`src/rtl/bytebus_dac_regs.sv`:
```
module bytebus_dac_regs #(
  parameter int ADDR_W = 16,
  parameter int CMP_W  = ADDR_W - 3,
  parameter logic [CMP_W-1:0] BASE = 'h24
) (
  input  logic              clk,
  input  logic              rst_n,
  input  logic [ADDR_W-1:0] io_addr,
  input  logic [7:0]        io_data,
  input  logic              iorq_n,
  input  logic              wr_n,
  output logic [15:0]       dac_code,
  output logic              lo_load_p,
  output logic              hi_load_p,
  output logic              update_p,
  output logic              clr_uni_p,
  output logic              clr_bip_p
);
  localparam int OFF_W = 3;
  localparam int KEEP_W = OFF_W + CMP_W;
  localparam logic [15:0] UNI_ZERO = 16'h0000;
  localparam logic [15:0] BIP_ZERO = 16'h8000;

  logic              act, act_q, done, hit;
  logic [KEEP_W-1:0] a_q;
  logic [7:0]        d_q;
  logic [15:0]       in_reg;

  assign act  = ~iorq_n & ~wr_n;
  assign done = act_q & ~act;
  assign hit  = a_q[OFF_W +: CMP_W] == BASE;

  always_ff @(posedge clk or negedge rst_n) begin
    if (!rst_n) begin
      act_q     <= 1'b0;
      a_q       <= '0;
      d_q       <= '0;
      in_reg    <= UNI_ZERO;
      dac_code  <= UNI_ZERO;
      lo_load_p <= 1'b0;
      hi_load_p <= 1'b0;
      update_p  <= 1'b0;
      clr_uni_p <= 1'b0;
      clr_bip_p <= 1'b0;
    end else begin
      act_q     <= act;
      lo_load_p <= 1'b0;
      hi_load_p <= 1'b0;
      update_p  <= 1'b0;
      clr_uni_p <= 1'b0;
      clr_bip_p <= 1'b0;
      if (act) begin
        a_q <= io_addr[KEEP_W-1:0];
        d_q <= io_data;
      end
      if (done && hit) begin
        case (a_q[OFF_W-1:0])
          3'd0: begin in_reg[7:0]  <= d_q; lo_load_p <= 1'b1; end
          3'd1: begin in_reg[15:8] <= d_q; hi_load_p <= 1'b1; end
          3'd2, 3'd3: begin dac_code <= in_reg; update_p <= 1'b1; end
          3'd4: begin in_reg <= UNI_ZERO; dac_code <= UNI_ZERO; clr_uni_p <= 1'b1; end
          3'd5: begin in_reg <= BIP_ZERO; dac_code <= BIP_ZERO; clr_bip_p <= 1'b1; end
          default: ;
        endcase
      end
    end
  end
endmodule

```
`config.mk`:
```
export PLATFORM = sky130hd
export DESIGN_NAME = bytebus_dac_regs
export DESIGN_NICKNAME = d
export VERILOG_FILES = /design/src/rtl/bytebus_dac_regs.sv
export SDC_FILE = /design/constraint.sdc
export NUM_CORES = 1
export LEC_CHECK = 0
export BUFFER_PORTS_ARGS = -buffer_cell sky130_fd_sc_hd__buf_2
export CORE_MARGIN = 2
export CORE_UTILIZATION = 50
export CTS_CLUSTER_DIAMETER = 30
export DETAILED_ROUTE_END_ITERATION = 10
export PLACE_DENSITY = 0.75
export SETUP_SLACK_MARGIN = 0.5
export SLEW_MARGIN = 30
export SYNTH_ARGS = -nofsm -noshare
export SYNTH_HDL_FRONTEND = slang
export SYNTH_SLANG_ARGS = --single-unit
```
`constraint.sdc`:
```
create_clock -name clk -period 2.3 [get_ports clk]
set_input_delay 0.46 -clock clk [delete_from_list [all_inputs] [get_ports clk]]
set_output_delay 0.46 -clock clk [all_outputs]
set_load 0.05 [all_outputs]
```
After elaboration in Yosys (flattened, before gate mapping)
Cells that the tools add are included.
- add/sub/neg operators: 0
- multipliers: 0
- divide/modulo/power cells: 0
- $lt $le $gt $ge: 0
- eq/ne operators: 6
- shift operators: 0
- muxes and demuxes: 13
- bitwise operators: 5
- reductions and logical operators: 10
- operators by type and width (operator ; number):
    one-hot mux 16 bit (3 select lines) ; 1
    one-hot mux 8 bit (3 select lines) ; 1
    one-hot mux 8 bit (2 select lines) ; 1
    == test 13 x 6 -> 1 bit (second input constant) ; 1
    2-to-1 mux 1 bit ; 10
    == test 3 x 2 -> 1 bit (second input constant) ; 2
    == test 3 bit (second input constant) ; 2
    AND reduction 2 bit ; 3
    nonzero test 3 bit ; 2
    OR reduction 2 bit ; 2
    == test 3 x 1 -> 1 bit (second input constant) ; 1
    logical NOT 3 bit ; 1
    NOT 1 bit ; 3
    AND 1 bit ; 2
    nonzero test 2 bit ; 1
    logical AND 1 bit ; 1
- register bits after elaboration: 62
- latch bits: 0
- memory bits (writable): 0
- bits in read-only memories: 0
- bits of input ports: 28
- output and inout port bits: 21
- logic and storage cells: 45
- memories kept: 0

Depth between registers and ports, before layout
Gate-level depths: netlist of the first run.
- depth in word-level cells: 6
- depth in mapped cells: 7

Worst setup path before layout of the first run
No wires, ideal clock.
- kind: register -> register
- start point: register a_q[11]
- end point: register dac_code[10]
- library setup time: 0.125 ns
- arrival: 2.305 ns
- setup slack: -0.130 ns
- cell stages (with the launch flop): 8
- buffers on the path: 3
- clock period less this slack: 2.430 ns
- path through: dfrtp_1 -> or4_4 -> or4_1 -> buf_2 -> or3_1 -> buf_6 -> buf_6 -> mux2_4
- cells in the longest elaborated chain, start to end: 3
- ends and longest elaborated chain (what ; line ; text):
    start, declared ; 25 ; logic [KEEP_W-1:0] a_q;
    start signal, assigned ; 53 ; a_q <= io_addr[KEEP_W-1:0];
    == test 13 x 6 -> 1 bit ; 31 ; assign hit = a_q[OFF_W +: CMP_W] == BASE;
    logical AND 1 bit ; 56 ; if (done && hit) begin
    AND reduction 2 bit (no source line) ; -- ;
    end signal, assigned ; 60 ; 3'd2, 3'd3: begin dac_code <= in_reg; update_p <= 1'b1; end
    end signal, assigned ; 61 ; 3'd4: begin in_reg <= UNI_ZERO; dac_code <= UNI_ZERO; clr_uni_p <= 1'b1; end
    end signal, assigned ; 62 ; 3'd5: begin in_reg <= BIP_ZERO; dac_code <= BIP_ZERO; clr_bip_p <= 1'b1; end
    end, declared ; 12 ; output logic [15:0] dac_code,
Every way passes these cells.
A chain may end at the register's enable or synchronous reset.

Final worst setup path of the first run
- start point: register a_q[11]
- end point: register dac_code[5]
Same word-level chain as after synthesis.

==> run metrics, run 1 <==
status=completed; post-synthesis instance area=2750 um2; Yosys cell types=33; global-route wire length before repair=9450 um; Arrival @ worst endpoint=2500 ps; Final Max Tran Viols=0; xor and xnor fraction of the mapped netlist area=0%; global router's overall resource usage=20.2%; largest net degree at the start of global routing=63; most area-hungry cell type in the Yosys netlist=sky130_fd_sc_hd__dfrtp_1; H-Tree Level Count=3; setup clock skew after layout=7.37 ps; synthesized area per cell=12.8 um2; Synth Area in Adders=0.911%; post-place instance area=3110 um2; top-level I/O count=49; total leakage power=1.61 nW; endpoint type of the worst setup path=register; Clock Sinks=62; Post-Syn Instances=215; cell area after layout=3550 um2; Layout Cells excl Fill=353; Finished Core Util=68.2%; clock network latency to the later pin of the worst-skew pair=340 ps; routed wire length=5730 um; number of fill cells=400; global route total overflow=0; Die ar.=6100 um2; share of post-route cells with drive strength above 1=49.1%; detailed router's first-iteration violation count=111; Synth Area in Compound Gates=11.7%; post-route clock period utilization=99.0%; hold_buf cts=0; worst path required time=2520 ps; nets=308; Min Clock Period, post-route=2280 ps; type of element launching the critical path=register; sequential cell area=1550 um2; max-capacitance violation count=0; combinational family with the most area after synthesis=multiplexers; class of the most critical hold timing path=input pin to asynchronous set/reset pin; Clock Pin Slew Worst Setup and Hold Paths=70 ps; routed length per instance=16.2 um; slew of the pin with the lowest slew margin=361 ps; number of port buffers=48; Clock Tree Root=sky130_fd_sc_hd__clkbuf_8; number of buffers between clock root and the deepest sink=2; highest net fanout along the worst path=16; number of detailed-route iterations in the first pass=4; commonest cells after routing, fill and taps aside=sky130_fd_sc_hd__dfrtp_1 (62), sky130_fd_sc_hd__buf_2 (48), sky130_fd_sc_hd__mux2_2 (28); number of flip-flops and latches in the synthesized netlist=62; number of buffers added by the clock tree synthesis step=9; Post-Route Hold Slack=113 ps; total via count after detailed routing=1965; number of nets with antenna violations after routing=0; biggest area contributors in the synthesized netlist=sky130_fd_sc_hd__dfrtp_1 (56%), sky130_fd_sc_hd__mux2_2 (11%), sky130_fd_sc_hd__nor2b_1 (5.2%); number of rows created at floorplan=26; per-cell via count in the routed design=5.57; area inside the core boundary=5200 um2; unrepaired setup endpoints after global routing=yes; number of global-route vias before repair=1922; total count of hold-check failures in the final report=0; peak supply drop=0.000557 V; sequential-to-total area share from yosys stat=56.5%; initial cell density of the core=52.8%; CTS tree=built; path type of the worst setup path=register to register; Yosys top cell area share=56.5%; Vert. Die Dim=78.1 um; most common cell after layout, fill and taps aside=sky130_fd_sc_hd__dfrtp_1; Mapped Nets=245; multi-input combinational cell area=1260 um2; horizontal die dimension=78.1 um; basic-gate share of the synthesized area counting and, or, nand and nor cells=12.4%; proportion of synthesized area in mux cells=15.3%; headroom to the max-slew limit=76.0%; cell count after placement=329; antenna violations before repair=0; routability congestion estimate from global placement=0.802; maximum clock frequency=439 MHz; power density relative to cell area=708 nW/um2; post-synthesis to final-layout area growth=29.1%; Final setup viols=0; DP Wirelength=3540 um; diode count=0; Residual DRC=0; yosys synthesis warning count=0
synthesized netlist by cell type:
master / count
sky130_fd_sc_hd__dfrtp_1: 62
sky130_fd_sc_hd__mux2_2: 28
sky130_fd_sc_hd__nor2b_1: 23
sky130_fd_sc_hd__a41oi_1: 11
sky130_fd_sc_hd__clkbuf_1: 11
sky130_fd_sc_hd__o2bb2ai_1: 11
sky130_fd_sc_hd__o21ai_0: 10
sky130_fd_sc_hd__mux2_4: 7
sky130_fd_sc_hd__nand2b_1: 5
sky130_fd_sc_hd__inv_1: 4
sky130_fd_sc_hd__nand2_1: 4
sky130_fd_sc_hd__nand4_1: 4
sky130_fd_sc_hd__nor2_1: 4
sky130_fd_sc_hd__o31ai_1: 4
sky130_fd_sc_hd__o221ai_1: 3
sky130_fd_sc_hd__and3_1: 2
sky130_fd_sc_hd__buf_6: 2
sky130_fd_sc_hd__ha_1: 2
sky130_fd_sc_hd__nand3_1: 2
sky130_fd_sc_hd__nor3_1: 2
sky130_fd_sc_hd__nor4b_1: 2
sky130_fd_sc_hd__a311o_1: 1
sky130_fd_sc_hd__and4_1: 1
sky130_fd_sc_hd__buf_1: 1
sky130_fd_sc_hd__buf_2: 1
sky130_fd_sc_hd__nor3b_1: 1
sky130_fd_sc_hd__nor4_1: 1
sky130_fd_sc_hd__nor4_2: 1
sky130_fd_sc_hd__o211ai_1: 1
sky130_fd_sc_hd__o22ai_1: 1
sky130_fd_sc_hd__or3_1: 1
sky130_fd_sc_hd__or4_1: 1
sky130_fd_sc_hd__or4_4: 1
critical path, cell delays in order, from the launching register on:
cell and delay, ps:
sky130_fd_sc_hd__dfrtp_1 370, sky130_fd_sc_hd__or4_4 530, sky130_fd_sc_hd__or4_4 440, sky130_fd_sc_hd__or3_4 360, sky130_fd_sc_hd__buf_12 170, sky130_fd_sc_hd__mux2_4 290
logic make-up (layout without fill, tap and decap cells):
logic type      Yosys count  after routing
buf+inv                  19             87
flops                    62             62
simple gates             55             55
compound gates           42             42
fa+ha+maj                 2              2
mux                      35             35
timing repair:
item                                    in CTS  in global routing
gates resized for setup                     23                 18
endpoints found under the hold margin        0                  0
gates cloned                                 2                  0
endpoints found under the setup margin      34                 35
setup buffers                                6                  0
pin swaps                                    6                 10
where the power goes:
| part | total [mW] | internal [mW] | switching (mW) |
|---|---|---|---|
| combinational | 0.329 | 0.150 | 0.179 |
| clock | 0.968 | 0.554 | 0.414 |
| sequential | 1.22 | 1.16 | 0.0588 |
routing by layer:
| layer | wire [um] | up-vias | global-route usage, % |
|---|---|---|---|
| met1 | 2670 | 987 | 27.7 |
| met5 | 0 | - | 0 |
| met2 | 2680 | 53 | 30.8 |
| met3 | 282 | 10 | 3.45 |
| li1 | - | 915 | - |
| met4 | 92 | 0 | 11.1 |
area by class of cell:
| type | count | area share (%) |
|---|---|---|
| well taps | 70 | 2.47 |
| clock inverters | 4 | 1.27 |
| flip-flops and latches | 62 | 43.7 |
| multi-input cells | 134 | 35.4 |
| inverters | 4 | 0.423 |
| clock buffers | 12 | 4.37 |
| repair buffers | 67 | 12.3 |
worst paths after layout:
path	slack (ps)	cells past startpoint	from	end
min	110	2	rst_n	a_q[1]$_DFFE_PN0P_
max	20	5	a_q[11]$_DFFE_PN0P_	dac_code[5]$_DFFE_PN0P_
min reg2reg	500	1	dac_code[0]$_DFFE_PN0P_	dac_code[0]$_DFFE_PN0P_
max in group asynchronous	1900	2	rst_n	a_q[14]$_DFFE_PN0P_
max reg2reg	20	5	a_q[11]$_DFFE_PN0P_	dac_code[5]$_DFFE_PN0P_
min in group clk	320	3	io_addr[1]	a_q[1]$_DFFE_PN0P_
per-stage QoR:
stage | setup TNS (ps) | power, mW | setup WS, ps
2_1_floorplan | -913 | 1.41 | -130
3_3_place_gp | 0 | 1.52 | 36.2
4_1_cts | 0 | 2.50 | 39.8
5_1_grt | -46.0 | 2.62 | -11.0
6_report | 0 | 2.51 | 22.0
3_5_place_dp | 0 | 1.53 | 20.2
(Power assumes the default switching activity.)
==> run 2: changes to the inputs <==
Settings changed: SETUP_SLACK_MARGIN 0.5 to 0.02.
==> run 2 against run 1 <==
Effect of this change: die area is the same; worst hold slack gained 2.5 ps; clock-buffer cell count down 3; final cell count down 2.5%; critical path depth stayed put; largest power group unchanged.
==> run metrics, run 2 (synthesis gave the netlist of run 1 again) <==
Vert. Die Dim=78.1 um (unchanged); post-place instance area=3120 um2 (+0.16%); Final setup viols=0 (unchanged); global router's overall resource usage=19.4% (-0.85 points); Die ar.=6100 um2 (unchanged); Residual DRC=0 (unchanged); unrepaired setup endpoints after global routing=yes; number of fill cells=443 (+11%); largest net degree at the start of global routing=63 (unchanged); routability congestion estimate from global placement=0.769 (-4.2%); status=completed; Arrival @ worst endpoint=2480 ps (-20 ps); cell area after layout=3320 um2 (-6.6%); diode count=0 (unchanged); highest net fanout along the worst path=16 (unchanged); initial cell density of the core=52.8% (unchanged); horizontal die dimension=78.1 um (unchanged); number of nets with antenna violations after routing=0 (unchanged); path type of the worst setup path=register to register; routed length per instance=15.2 um (-6.6%); per-cell via count in the routed design=5.49 (-1.3%); placement-stage worst setup slack=24.3 ps (+4.16 ps); detailed router's first-iteration violation count=168 (+51%); P_int=1.79 mW (-3.8%); portion of total power attributed to the clock network=37.5% (-1.0 points); global route total overflow=0 (unchanged); number of port buffers=48 (unchanged); max-capacitance violation count=0 (unchanged); total count of hold-check failures in the final report=0 (unchanged); Clock Pin Slew Worst Setup and Hold Paths=60 ps (about the same); slew of the pin with the lowest slew margin=506 ps (+146 ps); number of buffers added by the clock tree synthesis step=9 (unchanged); routed wire length=5210 um (-9.0%); type of element launching the critical path=register; final critical-path setup slack=36.5 ps (+14.6 ps); top-level I/O count=49 (unchanged); peak supply drop=0.000508 V (-8.8%); share of power burned in combinational logic=12.5% (-0.6 points); commonest cells after routing, fill and taps aside=sky130_fd_sc_hd__dfrtp_1 (62), sky130_fd_sc_hd__buf_2 (48), sky130_fd_sc_hd__mux2_2 (28); Clock Sinks=62 (unchanged); total via count after detailed routing=1890 (-3.8%); most common cell after layout, fill and taps aside=sky130_fd_sc_hd__dfrtp_1; sequential cell area=1550 um2 (unchanged); switching power=0.628 mW (-3.6%); power density relative to cell area=729 nW/um2 (+3.0%); share of post-route cells with drive strength above 1=41.6% (-7.5 points); number of detailed-route iterations in the first pass=4 (unchanged); switching power share of the total=26.0% (+0.048 points); worst path required time=2520 ps (about the same); antenna violations before repair=0 (unchanged); clock network latency to the later pin of the worst-skew pair=340 ps (about the same); post-synthesis to final-layout area growth=20.7%; CTS tree=built; DP Wirelength=3460 um (-2.3%); area inside the core boundary=5200 um2 (unchanged); H-Tree Level Count=3 (unchanged); nets=299 (-2.9%); setup clock skew after layout=7.39 ps (+0.0225 ps); global-route wire length before repair=9040 um (-4.4%); maximum clock frequency=442 MHz (+0.64%); post-route clock period utilization=98.4% (-0.63 points); Final Max Tran Viols=0 (unchanged); number of global-route vias before repair=1821 (-5.3%); sequential share of power=49.9% (+1.5 points); hold_buf cts=0 (unchanged); headroom to the max-slew limit=66.2% (-9.8 points); endpoint type of the worst setup path=register; number of setup buffers added after CTS=0 (-6); multi-input combinational cell area=1120 um2 (-11%); total power consumption of the routed design=2.42 mW (-3.8%); total leakage power=1.51 nW (-6.0%); number of rows created at floorplan=26 (unchanged); Clock Tree Root=sky130_fd_sc_hd__clkbuf_8; Min Clock Period, post-route=2260 ps (-14.6 ps); number of buffers between clock root and the deepest sink=2 (unchanged); class of the most critical hold timing path=input pin to asynchronous set/reset pin
[run 2: changes by cell type in the layout (fill, tap and decap cells not counted), sizes merged]
cell	before	now
buf	67	58
clkbuf	12	9
clkinv	3	4
clkinvlp	0	2
[run 2: worst paths after layout]
kind | to | start | depth (start not counted) | slack (ps)
max | dac_code[9]$_DFFE_PN0P_ | a_q[11]$_DFFE_PN0P_ | 5 | 40
min in group clk | a_q[1]$_DFFE_PN0P_ | io_addr[1] | 3 | 330
max reg2reg | dac_code[9]$_DFFE_PN0P_ | a_q[11]$_DFFE_PN0P_ | 5 | 40
max in group asynchronous | clr_uni_p$_DFF_PN0_ | rst_n | 2 | 1900
min | clr_bip_p$_DFF_PN0_ | rst_n | 2 | 120
min reg2reg | dac_code[14]$_DFFE_PN0P_ | dac_code[14]$_DFFE_PN0P_ | 1 | 510
[run 2: metal layers]
layer | track usage, % | wire length [um] | vias up
met2 | 26.7 | 2330 | 43
met5 | 0 | 0 | -
met4 | 10.5 | 111 | 0
met3 | 5.29 | 236 | 10
li1 | - | - | 907
met1 | 27.7 | 2530 | 930
[run 2: repair_timing]
action / 4_1_cts / 5_1_grt
endpoints found under the setup margin: 6 / 13
resized for setup: 1 / 1
cloned: 0 / 0
pin swaps: 0 / 0
[run 2: final cells by class]
cell class / instances / share of cell area (%)
repair buffers: 58 / 10.6
multi-input cells: 134 / 33.8
flip-flops and latches: 62 / 46.8
clock buffers: 9 / 3.74
inverters: 4 / 0.453
clock inverters: 7 / 1.96
well taps: 70 / 2.64
[run 2: stage by stage]
stage	cells	setup TNS (ps)	hold slack (ps)	util, %
6_report	344	0	116	63.7
5_1_grt	344	-41.7	145	63.7
4_1_cts	344	0	134	63.6
3_5_place_dp	328	0	491	59.9
3_3_place_gp	328	0	481	59.9
2_1_floorplan	215	-913	164	-
[run 2: power groups by stage]
stage               Combinational, mW  Clock, mW  Sequential, mW
global route                    0.338      0.982            1.22
floorplan                       0.190          0            1.22
detailed placement              0.305          0            1.23
CTS                             0.307      0.929            1.21
finish                          0.303      0.907            1.21
global placement                0.296          0            1.23
[run 2: critical path, cell delays in order (launching register included)]
cell                      delay, ps
sky130_fd_sc_hd__dfrtp_1        370
sky130_fd_sc_hd__or4_4          540
sky130_fd_sc_hd__or4_4          430
sky130_fd_sc_hd__or3_4          350
sky130_fd_sc_hd__buf_12         170
sky130_fd_sc_hd__mux2_4         290
